File: config.mk
export PLATFORM = sky130hd
export DESIGN_NAME = spi_hostlink_target
export DESIGN_NICKNAME = d
export VERILOG_FILES = /design/src/rtl/hl_pkg.sv /design/src/rtl/hl_pin_sync.sv /design/src/rtl/hl_shift.sv /design/src/rtl/hl_events.sv /design/src/rtl/spi_hostlink_target.sv
export SDC_FILE = /design/constraint.sdc
export NUM_CORES = 2
export LEC_CHECK = 0
export BUFFER_PORTS_ARGS = -buffer_cell sky130_fd_sc_hd__buf_4
export CAP_MARGIN = 20
export CORE_UTILIZATION = 25
export CTS_CLUSTER_SIZE = 12
export DETAILED_ROUTE_END_ITERATION = 10
export PLACE_DENSITY = 0.42
export SYNTH_ARGS = -nofsm -noshare
export SYNTH_HDL_FRONTEND = slang
export SYNTH_HIERARCHICAL = 1
export SYNTH_SLANG_ARGS = --single-unit
File: constraint.sdc
create_clock -name clk -period 3.7 [get_ports clk]
set_input_delay 0 -clock clk [delete_from_list [all_inputs] [get_ports clk]]
set_output_delay 0 -clock clk [all_outputs]
set_load 0.02 [all_outputs]
File: src/rtl/hl_pkg.sv
package hl_pkg;
  // Register map (byte addresses on the register port)
  localparam int A_EVT1 = 'h004;  // [0] half level, [1] end of receive
  localparam int A_EN1  = 'h005;
  localparam int A_STAT = 'h008;  // [0] busy
  localparam int A_IPTR = 'h00A;
  localparam int A_OPTR = 'h00B;
  localparam int A_CFGA = 'h00C;  // [7] half-level event off
  localparam int A_CFGB = 'h00D;  // reserved, reads 0
  localparam int A_CFGC = 'h00E;  // [7] early-level off, [5:0] threshold
  localparam int A_EVT2 = 'h00F;  // [0] early level, [1] cs rise, [2] cs fall
  localparam int A_EN2  = 'h010;
  localparam int A_OBUF = 'h020;
  localparam int A_IBUF = 'h0A0;

  typedef struct packed {
    logic busy;
    logic cs_fall;
    logic cs_rise;
    logic sck_rise;
    logic sck_fall;
    logic mosi;
  } pin_ev_t;
endpackage

File: src/rtl/hl_pin_sync.sv
module hl_pin_sync
  import hl_pkg::*;
#(
  parameter int FILT_CYC = 4
) (
  input  logic    clk,
  input  logic    rst_n,
  input  logic    cs_n,
  input  logic    sck,
  input  logic    mosi,
  output pin_ev_t ev
);
  localparam int CW = $clog2(FILT_CYC + 1);

  logic [1:0] cs_s, sck_s, mosi_s;
  logic       sck_d, cs_filt, cs_filt_d;
  logic [CW-1:0] cnt;

  always_ff @(posedge clk or negedge rst_n) begin
    if (!rst_n) begin
      cs_s      <= 2'b11;
      sck_s     <= 2'b00;
      mosi_s    <= 2'b00;
      sck_d     <= 1'b0;
      cs_filt   <= 1'b1;
      cs_filt_d <= 1'b1;
      cnt       <= '0;
    end else begin
      cs_s      <= {cs_s[0], cs_n};
      sck_s     <= {sck_s[0], sck};
      mosi_s    <= {mosi_s[0], mosi};
      sck_d     <= sck_s[1];
      cs_filt_d <= cs_filt;
      // filtered select follows only after FILT_CYC steady cycles
      if (cs_s[1] == cs_filt) begin
        cnt <= '0;
      end else if (cnt == CW'(FILT_CYC - 1)) begin
        cnt     <= '0;
        cs_filt <= cs_s[1];
      end else begin
        cnt <= cnt + CW'(1);
      end
    end
  end

  always_comb begin
    ev.busy     = ~cs_filt;
    ev.cs_fall  = cs_filt_d & ~cs_filt;
    ev.cs_rise  = ~cs_filt_d & cs_filt;
    ev.sck_rise = sck_s[1] & ~sck_d;
    ev.sck_fall = ~sck_s[1] & sck_d;
    ev.mosi     = mosi_s[1];
  end
endmodule

File: src/rtl/hl_shift.sv
module hl_shift
  import hl_pkg::*;
#(
  parameter int DEPTH = 128,
  localparam int PTR_W = $clog2(DEPTH)
) (
  input  logic             clk,
  input  logic             rst_n,
  input  pin_ev_t          ev,
  input  logic [7:0]       obuf_data,
  output logic [PTR_W-1:0] obuf_idx,
  output logic             miso,
  output logic             byte_wr,
  output logic [7:0]       byte_data,
  output logic [PTR_W-1:0] in_ptr,
  output logic [PTR_W-1:0] out_ptr,
  output logic             clk_seen
);
  logic [2:0] bitcnt;
  logic [7:0] sh_in, sh_out;

  assign obuf_idx  = ev.cs_fall ? '0 : out_ptr + PTR_W'(1);
  assign byte_wr   = ev.busy & ~ev.cs_fall & ev.sck_rise & (bitcnt == 3'd7);
  assign byte_data = {sh_in[6:0], ev.mosi};
  assign miso      = ev.busy & sh_out[7];

  always_ff @(posedge clk or negedge rst_n) begin
    if (!rst_n) begin
      bitcnt   <= '0;
      sh_in    <= '0;
      sh_out   <= '0;
      in_ptr   <= '0;
      out_ptr  <= '0;
      clk_seen <= 1'b0;
    end else if (ev.cs_fall) begin
      bitcnt   <= '0;
      sh_in    <= '0;
      sh_out   <= obuf_data;
      in_ptr   <= '0;
      out_ptr  <= '0;
      clk_seen <= 1'b0;
    end else if (ev.busy) begin
      if (ev.sck_rise) begin
        sh_in    <= byte_data;
        bitcnt   <= bitcnt + 3'd1;
        clk_seen <= 1'b1;
        if (bitcnt == 3'd7) in_ptr <= in_ptr + PTR_W'(1);
      end
      if (ev.sck_fall) begin
        if (bitcnt == 3'd0 && clk_seen) begin
          sh_out  <= obuf_data;
          out_ptr <= out_ptr + PTR_W'(1);
        end else begin
          sh_out <= {sh_out[6:0], 1'b0};
        end
      end
    end
  end
endmodule

File: src/rtl/hl_events.sv
module hl_events #(
  parameter int DEPTH = 128,
  localparam int PTR_W = $clog2(DEPTH),
  localparam int NFLAG = 5
) (
  input  logic             clk,
  input  logic             rst_n,
  input  logic             byte_wr,
  input  logic [PTR_W-1:0] in_ptr,
  input  logic             l1_dis,
  input  logic             l2_dis,
  input  logic [5:0]       l2_thr,
  input  logic             cs_fall,
  input  logic             cs_rise,
  input  logic             clk_seen,
  input  logic [1:0]       clr1,
  input  logic [2:0]       clr2,
  input  logic [1:0]       en1,
  input  logic [2:0]       en2,
  output logic [1:0]       evt1,
  output logic [2:0]       evt2,
  output logic             irq
);
  logic [PTR_W-1:0] nxt;
  logic [NFLAG-1:0] set_v, clr_v, en_v, flag_q;

  assign nxt = in_ptr + PTR_W'(1);

  always_comb begin
    set_v[0] = byte_wr & ~l1_dis & (nxt == PTR_W'(DEPTH / 2));
    set_v[1] = cs_rise & clk_seen;
    set_v[2] = byte_wr & ~l2_dis & (l2_thr != 6'd0) & (nxt == PTR_W'(l2_thr));
    set_v[3] = cs_rise;
    set_v[4] = cs_fall;
  end

  assign clr_v = {clr2, clr1};
  assign en_v  = {en2, en1};

  // one sticky flag per event, set wins over a same-cycle clear
  for (genvar g = 0; g < NFLAG; g++) begin : g_flag
    always_ff @(posedge clk or negedge rst_n) begin
      if (!rst_n)          flag_q[g] <= 1'b0;
      else if (set_v[g])   flag_q[g] <= 1'b1;
      else if (clr_v[g])   flag_q[g] <= 1'b0;
    end
  end

  assign evt1 = flag_q[1:0];
  assign evt2 = flag_q[4:2];
  assign irq  = |(flag_q & en_v);
endmodule

File: src/rtl/spi_hostlink_target.sv
module spi_hostlink_target
  import hl_pkg::*;
#(
  parameter int DEPTH    = 128,
  parameter int FILT_CYC = 4,
  parameter int ADDR_W   = 9,
  localparam int PTR_W   = $clog2(DEPTH)
) (
  input  logic              clk,
  input  logic              rst_n,
  input  logic              spi_cs_n,
  input  logic              spi_sck,
  input  logic              spi_mosi,
  output logic              spi_miso,
  input  logic              reg_wr,
  input  logic [ADDR_W-1:0] reg_addr,
  input  logic [7:0]        reg_wdata,
  output logic [7:0]        reg_rdata,
  output logic              irq
);
  pin_ev_t          ev;
  logic [7:0]       obuf [DEPTH];
  logic [7:0]       ibuf [DEPTH];
  logic [PTR_W-1:0] obuf_idx, in_ptr, out_ptr, buf_off;
  logic [7:0]       byte_data;
  logic             byte_wr, clk_seen;
  logic             l1_dis, l2_dis;
  logic [5:0]       l2_thr;
  logic [1:0]       en1, evt1, clr1;
  logic [2:0]       en2, evt2, clr2;
  logic             in_ob, in_ib;
  int               a;

  assign a     = int'(reg_addr);
  assign in_ob = (a >= A_OBUF) && (a < A_OBUF + DEPTH);
  assign in_ib = (a >= A_IBUF) && (a < A_IBUF + DEPTH);
  assign buf_off = in_ob ? PTR_W'(a - A_OBUF) : PTR_W'(a - A_IBUF);

  hl_pin_sync #(.FILT_CYC(FILT_CYC)) u_sync (
    .clk(clk), .rst_n(rst_n), .cs_n(spi_cs_n), .sck(spi_sck),
    .mosi(spi_mosi), .ev(ev)
  );

  hl_shift #(.DEPTH(DEPTH)) u_shift (
    .clk(clk), .rst_n(rst_n), .ev(ev), .obuf_data(obuf[obuf_idx]),
    .obuf_idx(obuf_idx), .miso(spi_miso), .byte_wr(byte_wr),
    .byte_data(byte_data), .in_ptr(in_ptr), .out_ptr(out_ptr),
    .clk_seen(clk_seen)
  );

  assign clr1 = (reg_wr && a == A_EVT1) ? reg_wdata[1:0] : 2'b00;
  assign clr2 = (reg_wr && a == A_EVT2) ? reg_wdata[2:0] : 3'b000;

  hl_events #(.DEPTH(DEPTH)) u_events (
    .clk(clk), .rst_n(rst_n), .byte_wr(byte_wr), .in_ptr(in_ptr),
    .l1_dis(l1_dis), .l2_dis(l2_dis), .l2_thr(l2_thr),
    .cs_fall(ev.cs_fall), .cs_rise(ev.cs_rise), .clk_seen(clk_seen),
    .clr1(clr1), .clr2(clr2), .en1(en1), .en2(en2),
    .evt1(evt1), .evt2(evt2), .irq(irq)
  );

  // configuration and enable registers
  always_ff @(posedge clk or negedge rst_n) begin
    if (!rst_n) begin
      l1_dis <= 1'b0;
      l2_dis <= 1'b1;
      l2_thr <= '0;
      en1    <= '0;
      en2    <= '0;
    end else if (reg_wr) begin
      case (a)
        A_CFGA: l1_dis <= reg_wdata[7];
        A_CFGC: begin
          l2_dis <= reg_wdata[7];
          l2_thr <= reg_wdata[5:0];
        end
        A_EN1:  en1 <= reg_wdata[1:0];
        A_EN2:  en2 <= reg_wdata[2:0];
        default: ;
      endcase
    end
  end

  always_ff @(posedge clk) begin
    if (reg_wr && in_ob) obuf[buf_off] <= reg_wdata;
    if (byte_wr)         ibuf[in_ptr]  <= byte_data;
  end

  always_comb begin
    reg_rdata = 8'h00;
    if (in_ob)      reg_rdata = obuf[buf_off];
    else if (in_ib) reg_rdata = ibuf[buf_off];
    else begin
      case (a)
        A_EVT1: reg_rdata = {6'b0, evt1};
        A_EN1:  reg_rdata = {6'b0, en1};
        A_STAT: reg_rdata = {7'b0, ev.busy};
        A_IPTR: reg_rdata = 8'(in_ptr);
        A_OPTR: reg_rdata = 8'(out_ptr);
        A_CFGA: reg_rdata = {l1_dis, 7'b0};
        A_CFGB: reg_rdata = 8'h00;
        A_CFGC: reg_rdata = {l2_dis, 1'b0, l2_thr};
        A_EVT2: reg_rdata = {5'b0, evt2};
        A_EN2:  reg_rdata = {5'b0, en2};
        default: reg_rdata = 8'h00;
      endcase
    end
  end
endmodule

==> key figures <==
Cells and area
  • Area Overhead vs Synth: 21.1%
  • Design Area, Final: 110000 µm²
  • Utilization after layout: 0.305
  • Finished Layout Cells: 10.2k
  • # fillers: 35.2k
  • Layout cells sized above 1: 0.370
  • NumNets Final: 5217

Logic synthesis
  • Yosys reg bits: 2111
  • Average size of a mapped cell: 20.3 µm²
  • Area share of xor/xnor cells in the synthesized design: 0.00154
  • Post-synthesis compound-gate area fraction: 0.0233
  • Synth Area in Adders: 0.00178
  • Post-synth EDFFs: 2048
  • Seq/Total Area, Yosys: 0.692
  • Mux contribution to synthesized area: 0.231
  • Mapped Cells: 4498
  • Post-synth top flop: edfxtp_1
  • Simple-gate share of the synthesized area: 0.0333
  • Syn Nets: 4534
  • Unique masters post-synth: 75
  • Asr flop ratio synth: 0.0298
  • Ys Warns: 6
  • Netlist Area Pre-Place: 91200 µm²
  • Largest family of logic cells by synthesized area: multiplexers

GRT
  • Vias in the first global route: 51.6k
  • Layer with the highest usage: met2
  • Gr usage total: 0.174
  • Met1 usage: 0.229
  • Met2 usage: 0.296
  • Overflow after GRT: 0
  • First-pass GRT wire length: 442 mm
  • Initial antenna violation count: 28
  • M3 GR Usage: 0.0260
  • Largest net degree at the start of global routing: 93

Pwr
  • Static Leak: 35.5 nW
  • Pwr/cell area: 574 nW/µm²
  • Tot Pwr: 63.4 mW
  • Peak VDD IR: 0.410 mV

Critical path
  • Critical Path Sink Type: register
  • Worst Path Class, Setup: register to register
  • CP Data Arrival Time: 4.51 ns
  • Critical Path RT: 4.44 ns
  • Reg2reg start: u_sync/cs_filt
  • Worst setup SP type: register
  • Critical path origin: u_sync/cs_filt
  • Crit Path Max Fanout: 9

Detailed routing
  • Router iterations before antenna repair: 5
  • Vias per inst: 4.95
  • DR vias: 50.3k
  • Residual DRC: 0
  • DR iter-0 viols: 5193
  • Final WL: 324 mm
  • Wire per inst: 31.9 µm
  • Antenna-violating nets left: 0

Min path
  • HP Class: primary input to register
  • HP Start: reg_addr[4]

Job
  • Max-cap violation count: 0

STA
  • Final worst slack: -0.0705 ns
  • Hold Worst Slack: 0.0872 ns
  • Fmax: 0.265 GHz
  • Max-slew violation count: 0
  • Tcrit/Tclk final: 1.02
  • Final hold vios: 0
  • Unrepaired setup endpoints after global routing: yes
  • Worst Skew: 0.0946 ns
  • Setup TNS: -0.432 ns
  • Tmin final: 3.77 ns
  • Count of final setup violators: 9
  • Worst-Margin Slew: 1.09 ns
  • Relative slew slack: 0.271

CTS
  • Max clock buf depth: 4
  • CTS buffer count: 237
  • Clock Sinks: 2111
  • Root Driver: clkbuf_16
  • H-tree depth: 4
  • Clk slew on worst S/H paths: 0.06 ns
  • CTS tree: done
  • Clock latency on the worst-skew pair: 0.95 ns

Floorplanning
  • Die extent in x: 606 µm
  • Die area: 367000 µm²
  • Die H: 606 µm
  • Core area: 363000 µm²
  • Initial Util: 0.251
  • Number of I/O pins: 33
  • Row count: 221

Placed design
  • Dpl ws: -0.231 ns
  • Post-DP HPWL: 225 mm
  • Placed cell count: 9687
  • Gpl congestion: 0.854
  • Port Buffers: 32
  • Area after DPL: 102000 µm²

Status
  • Violated checks: setup timing
  • Outcome: finished, violations left
## routing by layer
| metal | part of all wire | wire (µm) |
|---|---|---|
| met5 | 0.000099 | 32 |
| met4 | 0.032 | 10400 |
| met1 | 0.41 | 134000 |
| met3 | 0.058 | 18900 |
| met2 | 0.50 | 161000 |
## cell usage after synthesis (10+ instances only)
master,count,share of area
a21oi_1,64,0.0035
nand4_1,12,0.00082
mux2_2,33,0.0041
buf_6,12,0.0015
mux4_2,837,0.21
dfrtp_1,58,0.016
edfxtp_1,2048,0.67
nand3_1,62,0.0034
o21ai_0,48,0.0026
a211oi_1,17,0.0014
a22oi_1,68,0.0056
ha_1,13,0.0018
nor4_1,11,0.00075
a22o_1,13,0.0012
nand3b_1,11,0.00091
inv_1,15,0.00062
buf_2,79,0.0043
buf_4,49,0.0040
nor3_1,22,0.0012
nor2b_1,29,0.0020
or3_1,13,0.00089
xnor2_1,10,0.00096
mux2i_1,182,0.020
buf_1,45,0.0019
a31oi_1,20,0.0014
nor2_1,317,0.013
nand2_1,146,0.0060
a221oi_1,13,0.0012
o22ai_1,18,0.0012
clkbuf_1,114,0.0047
## final timing paths
kind	to	slack, ns	cells after the start
max in group asynchronous	u_shift/sh_out[4]	3.03	4
min reg2reg	u_sync/sck_s[1]	0.36	0
max reg2reg	u_shift/sh_out[4]	-0.07	11
min	en2[0]	0.09	5
max	u_shift/sh_out[4]	-0.07	11
min in group asynchronous	l2_dis	0.21	3
## flip-flops by register name, summed over array words and instances, names as in the netlist, 3 cells and up
name             count
en2                  3
ibuf              1024
l2_thr               6
obuf              1024
u_events/evt2        3
u_shift/bitcnt       3
u_shift/in_ptr       7
u_shift/out_ptr      7
u_shift/sh_in        7
u_shift/sh_out       8
u_sync/cnt           3
## placed cells by master (no fill, tap or decap), types with 11 or more instances in the layout
cell	n
nand3b_1	11
a21oi_1	60
clkinv_2	33
a221oi_1	12
edfxtp_1	2048
clkbuf_16	242
a31oi_1	20
o21ai_0	41
nor2b_1	22
nand3_1	60
nor3_1	20
nand2_1	143
mux2_2	29
o22ai_1	18
clkbuf_1	59
bufinv_16	18
clkinv_1	44
ha_1	13
buf_16	14
mux2i_1	178
inv_1	14
buf_12	78
a22oi_1	67
a22o_1	12
dlygate4sd3_1	28
buf_4	608
a211oi_1	15
nor2_1	309
or3_1	13
nand4_1	12
dfrtp_1	50
mux4_2	837
## worst max-delay path: stages, from the launching register on
cell	delay, ns
dfstp_2	0.53
and2b_2	0.24
nor2_4	0.10
buf_12	0.15
buf_16	0.19
buf_16	0.15
mux4_2	0.51
mux4_2	0.57
mux4_2	0.60
mux2_2	0.29
o21ai_0	0.08
a31oi_1	0.11
## power by group
part	internal, mW	switching, mW	total, mW
logic	6.87	6.72	13.6
registers	26.6	0.278	26.9
clock network	13.2	9.81	23.0
total	46.6	16.8	63.4
## final cells by class
type / instances / area (µm²) / area share
flip-flops and latches: 2111 / 63100 / 0.571
clock inverters: 111 / 1050 / 0.00950
inverters: 16 / 67.6 / 0.000612
well taps: 4794 / 6000 / 0.0543
clock buffers: 305 / 6300 / 0.0570
multi-input cells: 2072 / 26900 / 0.243
diodes: 7 / 17.5 / 0.000159
repair buffers: 743 / 7010 / 0.0635
## cell families (layout without fill, tap and decap cells)
group,after synthesis,after routing
AOI/OAI and AO/OA,315,315
muxes,1053,1053
buffers and inverters,315,1175
xor gates and xnor gates,16,16
adders and majority gates,13,13
DFF,2111,2111
and+or+nand+nor,675,675
other,0,7
## what timing repair did
action,in CTS,in global routing
pin swaps,7,6
setup endpoints to repair,16,14
setup buffers,9,4
resized for setup,61,21
endpoints found under the hold margin,766,0
hold buffers,29,0
gates cloned,4,3
Power figures use the tool's default switching activity.
